### src/rtl/usbtx_pkg.sv
package usbtx_pkg;

    // Line symbols as {dp, dm}
    typedef enum logic [1:0] {
        SYM_SE0 = 2'b00,
        SYM_K   = 2'b01,
        SYM_J   = 2'b10
    } line_sym_e;

    typedef enum logic [1:0] {
        PH_IDLE = 2'b00,
        PH_DATA = 2'b01,
        PH_EOP  = 2'b10,
        PH_TAIL = 2'b11
    } tx_phase_e;

    // level: 1 = J, 0 = K
    function automatic line_sym_e level_to_sym(input logic level);
        return level ? SYM_J : SYM_K;
    endfunction

endpackage

### src/rtl/usbtx_stuff_ctr.sv
module usbtx_stuff_ctr #(
    parameter int RUN_LEN = 6
) (
    input  logic clk,
    input  logic rst_n,
    input  logic step,
    input  logic restart,
    input  logic one,
    output logic due
);
    localparam int CW = $clog2(RUN_LEN + 1);

    typedef struct packed {
        logic [CW-1:0] ones;
    } ctr_t;

    ctr_t cur_q, nxt_d;
    logic [CW-1:0] base;

    always_comb begin
        nxt_d = cur_q;
        base  = restart ? '0 : cur_q.ones;
        if (step) begin
            nxt_d.ones = one ? base + CW'(1) : '0;
        end
    end

    always_ff @(posedge clk or negedge rst_n) begin
        if (!rst_n) cur_q <= '0;
        else        cur_q <= nxt_d;
    end

    assign due = (cur_q.ones == CW'(RUN_LEN));

endmodule

### src/rtl/usbtx_nrzi.sv
module usbtx_nrzi (
    input  logic clk,
    input  logic rst_n,
    input  logic step,
    input  logic restart,
    input  logic toggle,
    output logic level_d
);
    logic level_q;
    logic level_nxt;

    always_comb begin
        level_d   = (restart ? 1'b1 : level_q) ^ toggle;
        level_nxt = step ? level_d : level_q;
    end

    always_ff @(posedge clk or negedge rst_n) begin
        if (!rst_n) level_q <= 1'b1;
        else        level_q <= level_nxt;
    end

endmodule

### src/rtl/usbtx_line_reg.sv
module usbtx_line_reg
    import usbtx_pkg::*;
(
    input  logic      clk,
    input  logic      rst_n,
    input  logic      load,
    input  line_sym_e sym_in,
    input  logic      oe_in,
    output logic      dp,
    output logic      dm,
    output logic      oe
);
    typedef struct packed {
        line_sym_e sym;
        logic      oe;
    } line_t;

    line_t cur_q, nxt_d;

    always_comb begin
        nxt_d = cur_q;
        if (load) begin
            nxt_d.oe  = oe_in;
            nxt_d.sym = oe_in ? sym_in : SYM_J;
        end
    end

    always_ff @(posedge clk or negedge rst_n) begin
        if (!rst_n) cur_q <= '{sym: SYM_J, oe: 1'b0};
        else        cur_q <= nxt_d;
    end

    assign dp = cur_q.sym[1];
    assign dm = cur_q.sym[0];
    assign oe = cur_q.oe;

endmodule

### src/rtl/usb_fs_line_tx.sv
module usb_fs_line_tx
    import usbtx_pkg::*;
#(
    parameter int RUN_LEN    = 6,
    parameter int EOP_CELLS  = 2,
    parameter int TAIL_CELLS = 1
) (
    input  logic clk,
    input  logic rst_n,
    input  logic bit_tick,
    input  logic bit_valid,
    input  logic bit_data,
    input  logic bit_final,
    output logic bit_ready,
    output logic tx_dp,
    output logic tx_dm,
    output logic tx_oe
);
    localparam int MAXC = (EOP_CELLS > TAIL_CELLS) ? EOP_CELLS : TAIL_CELLS;
    localparam int CW   = (MAXC > 1) ? $clog2(MAXC) : 1;
    localparam logic [CW-1:0] EOP_LAST  = CW'(EOP_CELLS - 1);
    localparam logic [CW-1:0] TAIL_LAST = CW'(TAIL_CELLS - 1);

    typedef struct packed {
        tx_phase_e     ph;
        logic [CW-1:0] cnt;
        logic          final_sent;
    } seq_t;

    seq_t      cur_q, nxt_d;
    logic      stuff_due;
    logic      lvl_d;
    logic      nz_step, nz_restart, nz_toggle;
    logic      sc_step, sc_one;
    logic      ld;
    line_sym_e sym;
    logic      oe_nxt;

    always_comb begin
        nxt_d      = cur_q;
        nz_step    = 1'b0;
        nz_restart = 1'b0;
        nz_toggle  = 1'b0;
        sc_step    = 1'b0;
        sc_one     = 1'b0;
        ld         = 1'b0;
        sym        = SYM_J;
        oe_nxt     = 1'b0;
        bit_ready  = bit_tick && ((cur_q.ph == PH_IDLE) ||
                     (cur_q.ph == PH_DATA && !stuff_due && !cur_q.final_sent));
        if (bit_tick) begin
            unique case (cur_q.ph)
                PH_IDLE: begin
                    if (bit_valid) begin
                        ld               = 1'b1;
                        oe_nxt           = 1'b1;
                        nz_restart       = 1'b1;
                        nz_step          = 1'b1;
                        nz_toggle        = ~bit_data;
                        sc_step          = 1'b1;
                        sc_one           = bit_data;
                        sym              = level_to_sym(lvl_d);
                        nxt_d.ph         = PH_DATA;
                        nxt_d.final_sent = bit_final;
                    end
                end
                PH_DATA: begin
                    ld     = 1'b1;
                    oe_nxt = 1'b1;
                    if (stuff_due) begin
                        nz_step   = 1'b1;
                        nz_toggle = 1'b1;
                        sc_step   = 1'b1;
                        sc_one    = 1'b0;
                        sym       = level_to_sym(lvl_d);
                    end else if (cur_q.final_sent || !bit_valid) begin
                        sym       = SYM_SE0;
                        nxt_d.ph  = PH_EOP;
                        nxt_d.cnt = '0;
                    end else begin
                        nz_step          = 1'b1;
                        nz_toggle        = ~bit_data;
                        sc_step          = 1'b1;
                        sc_one           = bit_data;
                        sym              = level_to_sym(lvl_d);
                        nxt_d.final_sent = bit_final;
                    end
                end
                PH_EOP: begin
                    ld     = 1'b1;
                    oe_nxt = 1'b1;
                    if (cur_q.cnt == EOP_LAST) begin
                        sym       = SYM_J;
                        nxt_d.ph  = PH_TAIL;
                        nxt_d.cnt = '0;
                    end else begin
                        sym       = SYM_SE0;
                        nxt_d.cnt = cur_q.cnt + CW'(1);
                    end
                end
                PH_TAIL: begin
                    ld  = 1'b1;
                    sym = SYM_J;
                    if (cur_q.cnt == TAIL_LAST) begin
                        oe_nxt           = 1'b0;
                        nxt_d.ph         = PH_IDLE;
                        nxt_d.final_sent = 1'b0;
                    end else begin
                        oe_nxt    = 1'b1;
                        nxt_d.cnt = cur_q.cnt + CW'(1);
                    end
                end
                default: nxt_d.ph = PH_IDLE;
            endcase
        end
    end

    always_ff @(posedge clk or negedge rst_n) begin
        if (!rst_n) cur_q <= '{ph: PH_IDLE, cnt: '0, final_sent: 1'b0};
        else        cur_q <= nxt_d;
    end

    usbtx_stuff_ctr #(.RUN_LEN(RUN_LEN)) u_stuff (
        .clk     (clk),
        .rst_n   (rst_n),
        .step    (sc_step),
        .restart (nz_restart),
        .one     (sc_one),
        .due     (stuff_due)
    );

    usbtx_nrzi u_nrzi (
        .clk     (clk),
        .rst_n   (rst_n),
        .step    (nz_step),
        .restart (nz_restart),
        .toggle  (nz_toggle),
        .level_d (lvl_d)
    );

    usbtx_line_reg u_line (
        .clk    (clk),
        .rst_n  (rst_n),
        .load   (ld),
        .sym_in (sym),
        .oe_in  (oe_nxt),
        .dp     (tx_dp),
        .dm     (tx_dm),
        .oe     (tx_oe)
    );

endmodule

### config.mk
export PLATFORM = sky130hd
export DESIGN_NAME = usb_fs_line_tx
export DESIGN_NICKNAME = d
export VERILOG_FILES = /design/src/rtl/usbtx_pkg.sv /design/src/rtl/usbtx_stuff_ctr.sv /design/src/rtl/usbtx_nrzi.sv /design/src/rtl/usbtx_line_reg.sv /design/src/rtl/usb_fs_line_tx.sv
export SDC_FILE = /design/constraint.sdc
export NUM_CORES = 1
export LEC_CHECK = 0
export CORE_MARGIN = 5
export CORE_UTILIZATION = 53
export CTS_BUF_LIST = sky130_fd_sc_hd__clkbuf_8 sky130_fd_sc_hd__clkbuf_16
export CTS_CLUSTER_DIAMETER = 150
export DETAILED_ROUTE_END_ITERATION = 6
export PLACE_DENSITY = 0.77
export SYNTH_ARGS = -nofsm -noshare
export SYNTH_HDL_FRONTEND = slang
export SYNTH_SLANG_ARGS = --single-unit
### constraint.sdc
create_clock -name clk -period 2.2 [get_ports clk]
set_clock_uncertainty 0.15 [all_clocks]
set_input_delay 0.44 -clock clk [delete_from_list [all_inputs] [get_ports clk]]
set_output_delay 0.44 -clock clk [all_outputs]
set_load 0.02 [all_outputs]
==> impl_metrics.py, run 1 <==
metrics = {
    "run_status": {
        "status": "finished clean",
    },
    "logic_synthesis": {
        "syn_area_um2": 791,
        "synth_area_leader_cell": "dfrtp_1",
        "synth_top_area_share": 0.285,
        "ys_ff_latch": 11,
        "synth_cells": 79,
        "synth_area_leaders": "dfrtp_1 28%, ha_1 7.9%, dfstp_2 6.6%",
        "seq_area_frac_synth": 0.351,
        "yosys.cell_types.count": 40,
        "syn-num-nets": 90,
        "syn_area_per_cell_um2": 10.0,
        "yosysWarnings": 0,
    },
    "cells_and_area": {
        "post-route-util": 0.717,
        "areaGrowthSynthToFinish_pct": 31.8,
        "mostFrequentLayoutCells": "12 x buf_4, 9 x dfrtp_1, 8 x nand2_1, 8 x clkdlybuf4s50_1, 5 x inv_1",
        "final_nets": 114,
        "n_antenna_cell": 0,
        "stdcell_count": 118,
        "num-fill-cells": 115,
        "layout_commonest_cell": "buf_4",
        "drive_gt1_frac": 0.333,
    },
    "route": {
        "drtPass1Iterations": 4,
        "drtAntennaViolNets": 0,
        "via_count": 680,
        "drt_iter0_drc": 9,
        "drc": 0,
        "viasPerCell": 5.76,
        "finalWirelength_um": 1650,
        "wl_per_cell_um": 14.0,
    },
    "placed_design": {
        "dp.final_hpwl_um": 1260,
        "place_inst": 114,
        "gp_congestion": 0.805,
        "io_buffer_count": 9,
    },
    "run": {
        "drv_cap": 0,
    },
    "clocking": {
        "cts_buffers": 3,
        "cts_buffer_depth": 2,
        "h-tree-depth": 1,
        "clk_pin_slew_worst_paths_ps": 50,
        "clk-insertion-delay-late_ps": 230,
        "root_buffer": "clkbuf_8",
        "clock-sinks": 11,
        "cts_tree": "yes",
        "cts_hold_buf": 0,
    },
    "floorplanning": {
        "die_h_um": 48.6,
        "core_um2": 1450,
        "ios": 10,
        "die_w_um": 48.6,
        "die_area_um2": 2360,
        "start_util": 0.544,
        "rows": 14,
    },
    "global_route": {
        "grt_pass1_wl_um": 2970,
        "gr-usage-all-layers": 0.154,
        "grt_max_degree": 13,
        "grt_overflow": 0,
        "grt_pass1_vias": 686,
        "antenna_found_initial": 0,
    },
    "setup_path": {
        "path_class": "flip-flop to output pin",
        "ff2ff_setup_slack_ps": 190,
        "required_ps": 1610,
        "cp-end-kind": "output pin",
        "crit_arrival_ps": 1440,
        "critPathMaxFanout": 2,
        "crit_path_start_kind": "flip-flop",
    },
    "power": {
        "pwr-share-seq": 0.262,
        "power.share.clock": 0.146,
        "leakage_nw": 0.456,
        "swShare": 0.389,
        "p_int_mw": 0.821,
        "peakVddDrop_uv": 953,
        "p_sw_mw": 0.524,
        "power_mw": 1.35,
        "combPwrFrac": 0.593,
        "power_density_nw_per_um2": 1290,
    },
    "sta": {
        "worstMarginPinSlew_ps": 500,
        "layout_worst_path_cycle_share": 0.922,
        "final-max-slew-violation-count": 0,
        "fmax_ghz": 0.493,
        "setup_viol": 0,
        "rsz0062_at_grt": "no",
        "min_period_ps": 2030,
        "hold_viol_final": 0,
        "relSlewSlack": 0.666,
    },
    "hold_path": {
        "hold_class": "flip-flop to flip-flop",
    },
}
[sequential cells by signal, indices dropped and copies added (netlist names)]
name / cells
u_line.dp: 1
u_nrzi.level_q: 1
u_line.dm: 1
u_line.oe: 1
cur_q: 4
u_stuff.cur_q: 3
[cells by family (layout without fill, tap and decap cells)]
logic type / after synthesis / in the layout / synth area share
compound gates: 27 / 27 / 0.288
fa+ha+maj: 5 / 5 / 0.0791
flops: 11 / 11 / 0.351
xor+xnor: 2 / 2 / 0.0317
mux: 1 / 1 / 0.0142
simple gates: 25 / 25 / 0.185
buf+inv: 8 / 31 / 0.0506
[final timing paths]
| check | from | cells past startpoint | to |
|---|---|---|---|
| max in group asynchronous | rst_n | 1 | u_line.dp |
| max reg2reg | cur_q[2] | 10 | u_stuff.cur_q[2] |
| min | u_line.oe | 2 | u_line.oe |
| min in group asynchronous | rst_n | 1 | u_stuff.cur_q[2] |
| max | cur_q[2] | 5 | bit_ready |
| min reg2reg | u_line.oe | 2 | u_line.oe |
[cells in the mapped netlist]
cell,count
xnor2_2,1
nand4b_1,1
a31o_1,1
o21ai_0,4
a21boi_1,1
a21oi_1,2
dfstp_2,2
a211oi_1,1
o21ai_1,1
a2111oi_2,1
ha_1,5
and2_1,2
nor4bb_1,1
a31oi_2,1
buf_6,1
nor2_1,2
nor2b_1,2
mux2_2,1
a22o_1,1
nand2b_1,2
o32a_1,1
a211o_1,1
inv_1,5
xor2_1,1
nand2_1,8
nand3_1,2
o21a_1,1
nand3b_1,2
and4b_1,1
o31ai_1,1
o41ai_1,1
o41ai_2,1
and2b_2,2
o21ai_2,4
a221oi_1,1
a21boi_0,1
buf_2,2
a21oi_4,1
dfrtp_1,9
o22ai_1,1
[worst max-delay path: stages, from the launching register on]
cell and delay (ps):
dfrtp_1 380, ha_1 220, and2b_2 200, a21oi_1 180
nor2b_1 70, clkbuf_2 150
[final cells by class]
class / count / area (µm²) / share of cell area
Multi-Input combinational cell: 60 / 490 / 0.471
Tap cell: 16 / 20.0 / 0.0192
Inverter: 5 / 18.8 / 0.0180
Clock inverter: 1 / 3.75 / 0.00360
Clock buffer: 3 / 41.3 / 0.0396
Sequential cell: 11 / 278 / 0.267
Timing Repair Buffer: 22 / 190 / 0.182
[layer usage]
| metal | global-route usage | vias up | wire, µm |
|---|---|---|---|
| met2 | 0.267 | 12 | 800 |
| met4 | 0.0448 | 0 | 20 |
| li1 | - | 339 | - |
| met5 | 0 | - | 0 |
| met1 | 0.183 | 325 | 771 |
| met3 | 0.0399 | 4 | 54 |
[power groups by stage]
stage	logic, mW	registers [mW]	clock network [mW]
floorplan	0.453	0.381	0
global placement	0.733	0.350	0
detailed placement	0.744	0.355	0
CTS	0.761	0.352	0.201
global route	0.876	0.365	0.218
finish	0.797	0.352	0.196
[repair_timing]
action                     4_1_cts  5_1_grt
buffers inserted                 0        0
pin swaps                        0        1
gates resized for setup          3        6
setup endpoints to repair        2        2
[through the flow]
step | instance area [µm²] | hold WS [ps] | setup slack, ps | setup TNS (ps)
after detailed placement | 977 | 318 | -59.0 | -59.0
after global routing | 1040 | 351 | 46.8 | 0
final | 1040 | 329 | 171 | 0
after global placement | 977 | 307 | -28.6 | -28.6
after CTS | 1030 | 330 | 25.7 | 0
after floorplan | 791 | -5.59 | 192 | 0
(Power assumes the default switching activity.)
==> run 2: changes to the inputs <==
CELL_PAD_IN_SITES_DETAIL_PLACEMENT = 0   (was not set)
CELL_PAD_IN_SITES_GLOBAL_PLACEMENT = 1   (was not set)
CORE_UTILIZATION = 41   (was 53)
PLACE_DENSITY = not set   (was 0.77)
PLACE_DENSITY_LB_ADDON = 0.1   (was not set)
==> run 2 against run 1 <==
Against the previous run: highest routed layer unchanged; sequential share of layout area shrank 1.7 points; global-route usage shrank 1.0 points; cell area grew 6.8%; register-to-register slack is essentially flat; setup slack lost 24 ps; wire length grew 2.8%; clock power grew 2%; critical endpoint is now cur_q[1]; utilization shrank 9.2 points.
==> impl_metrics.py, run 2 (synthesis gave the netlist of run 1 again) <==
metrics = {
    "run_status": {
        "status": "finished clean",
    },
    "run": {
        "drv_cap": 0,
    },
    "power": {
        "swShare": 0.378,
        "power_density_nw_per_um2": 1260,
        "power_mw": 1.41,
        "combPwrFrac": 0.608,
        "leakage_nw": 0.502,
        "power.share.clock": 0.142,
        "pwr-share-seq": 0.250,
        "p_sw_mw": 0.532,
        "peakVddDrop_uv": 717,
        "p_int_mw": 0.876,
    },
    "setup_path": {
        "critPathMaxFanout": 5,
        "path_class": "input port to flip-flop",
        "required_ps": 2180,
        "r2r_start": "cur_q[2]",
        "reg2reg_to": "u_stuff.cur_q[2]",
        "crit_path_start_kind": "input port",
        "setup.worst_path.start": "bit_valid",
        "crit_arrival_ps": 2030,
        "r2r_cells": 10,
        "cp-end-kind": "flip-flop",
        "ff2ff_setup_slack_ps": 180,
    },
    "sta": {
        "min_period_ps": 2050,
        "worstMarginPinSlew_ps": 521,
        "relSlewSlack": 0.651,
        "hold_viol_final": 0,
        "setup_viol": 0,
        "tns_ps": 0,
        "fin_ws_ps": 147,
        "fmax_ghz": 0.487,
        "layout_worst_path_cycle_share": 0.933,
        "final-max-slew-violation-count": 0,
        "rsz0062_at_grt": "no",
    },
    "cells_and_area": {
        "stdcell_count": 136,
        "reg_top3": "cur_q x4, u_stuff.cur_q x3",
        "mostFrequentLayoutCells": "21 x buf_4, 9 x dfrtp_1, 8 x nand2_1, 8 x clkdlybuf4s50_1, 6 x inv_1",
        "largest_reg_flops": 4,
        "layout_commonest_cell": "buf_4",
        "drive_gt1_frac": 0.396,
        "final_nets": 123,
        "num-fill-cells": 159,
        "areaGrowthSynthToFinish_pct": 40.8,
        "n_antenna_cell": 0,
        "top_register": "cur_q",
    },
    "placed_design": {
        "pre_cts_ws_ps": -62.9,
        "io_buffer_count": 9,
        "gp_congestion": 0.717,
        "place_inst": 128,
        "dp.final_hpwl_um": 1330,
    },
    "clocking": {
        "clock-sinks": 11,
        "cts_hold_buf": 0,
        "cts_tree": "yes",
        "cts_buffer_depth": 2,
        "cts_buffers": 3,
        "clk-insertion-delay-late_ps": 240,
        "root_buffer": "clkbuf_8",
        "h-tree-depth": 1,
        "clk_pin_slew_worst_paths_ps": 50,
    },
    "route": {
        "via_count": 689,
        "viasPerCell": 5.07,
        "drtAntennaViolNets": 0,
        "finalWirelength_um": 1690,
        "drtPass1Iterations": 4,
        "drt_iter0_drc": 13,
        "wl_per_cell_um": 12.4,
        "drc": 0,
    },
    "global_route": {
        "antenna_found_initial": 0,
        "gr-usage-all-layers": 0.143,
        "grt_max_degree": 13,
        "grt_overflow": 0,
        "grt_pass1_wl_um": 2880,
        "grt_pass1_vias": 678,
    },
    "floorplanning": {
        "rows": 15,
        "ios": 10,
        "core_um2": 1780,
        "start_util": 0.444,
        "die_area_um2": 2910,
        "die_w_um": 53.9,
        "die_h_um": 53.9,
    },
    "hold_path": {
        "min_from": "u_line.oe",
        "hold_class": "flip-flop to flip-flop",
        "min_to": "u_line.oe",
        "hold-path-cell-count": 2,
    },
}
## run 2: cell count changes in the layout (fill, tap and decap cells not counted), sizes merged
cell  previous run  this run
buf             13        22
## run 2: worst max-delay path, stage by stage
cell             delay (ps)
clkdlybuf4s50_1         520
buf_4                   160
nand2b_1                 60
a21boi_1                310
nor2_1                  110
nand2_1                  90
mux2_2                  330
## run 2: per-stage QoR
stage	hold slack [ps]	utilization	cell area (µm²)
floorplan	-5.59	-	791
global placement	312	0.575	1030
detailed placement	317	0.575	1030
CTS	328	0.602	1070
global route	355	0.625	1110
finish	322	0.625	1110
## run 2: per-layer routing
| layer | share of wire | vias to the layer above | global-route usage |
|---|---|---|---|
| li1 | - | 354 | - |
| met1 | 0.49 | 321 | 0.177 |
| met2 | 0.46 | 11 | 0.224 |
| met3 | 0.041 | 3 | 0.0582 |
| met4 | 0.0095 | 0 | 0.0511 |
| met5 | 0 | - | 0 |
## run 2: how the worst max path moves through the flow
stage	endpoint	slack, ps
finish	cur_q[1]	150
global route	cur_q[3]	4
CTS	u_stuff.cur_q[2]	7
detailed placement	bit_ready	-60
global placement	bit_ready	-50
floorplan	u_stuff.cur_q[2]	190
## run 2: what timing repair did
action / in CTS / in global routing
setup endpoints to repair: 1 / 2
resized for setup: 2 / 6
pin swaps: 0 / 0
hold endpoints to repair: 0 / 0
buffers inserted: 0 / 4
## run 2: power groups by stage
stage / Clock, mW / Sequential, mW / Combinational (mW)
2_1_floorplan: 0 / 0.381 / 0.453
3_3_place_gp: 0 / 0.351 / 0.768
3_5_place_dp: 0 / 0.356 / 0.776
4_1_cts: 0.207 / 0.352 / 0.783
5_1_grt: 0.221 / 0.366 / 0.943
6_report: 0.200 / 0.352 / 0.856
## run 2: final cells by class
cell class | instances | area, µm² | area share
multi-input cells | 60 | 487 | 0.437
flip-flops and latches | 11 | 278 | 0.249
repair buffers | 31 | 254 | 0.228
clock buffers | 3 | 41.3 | 0.0371
well taps | 25 | 31.3 | 0.0281
inverters | 5 | 18.8 | 0.0169
clock inverters | 1 | 3.75 | 0.00337
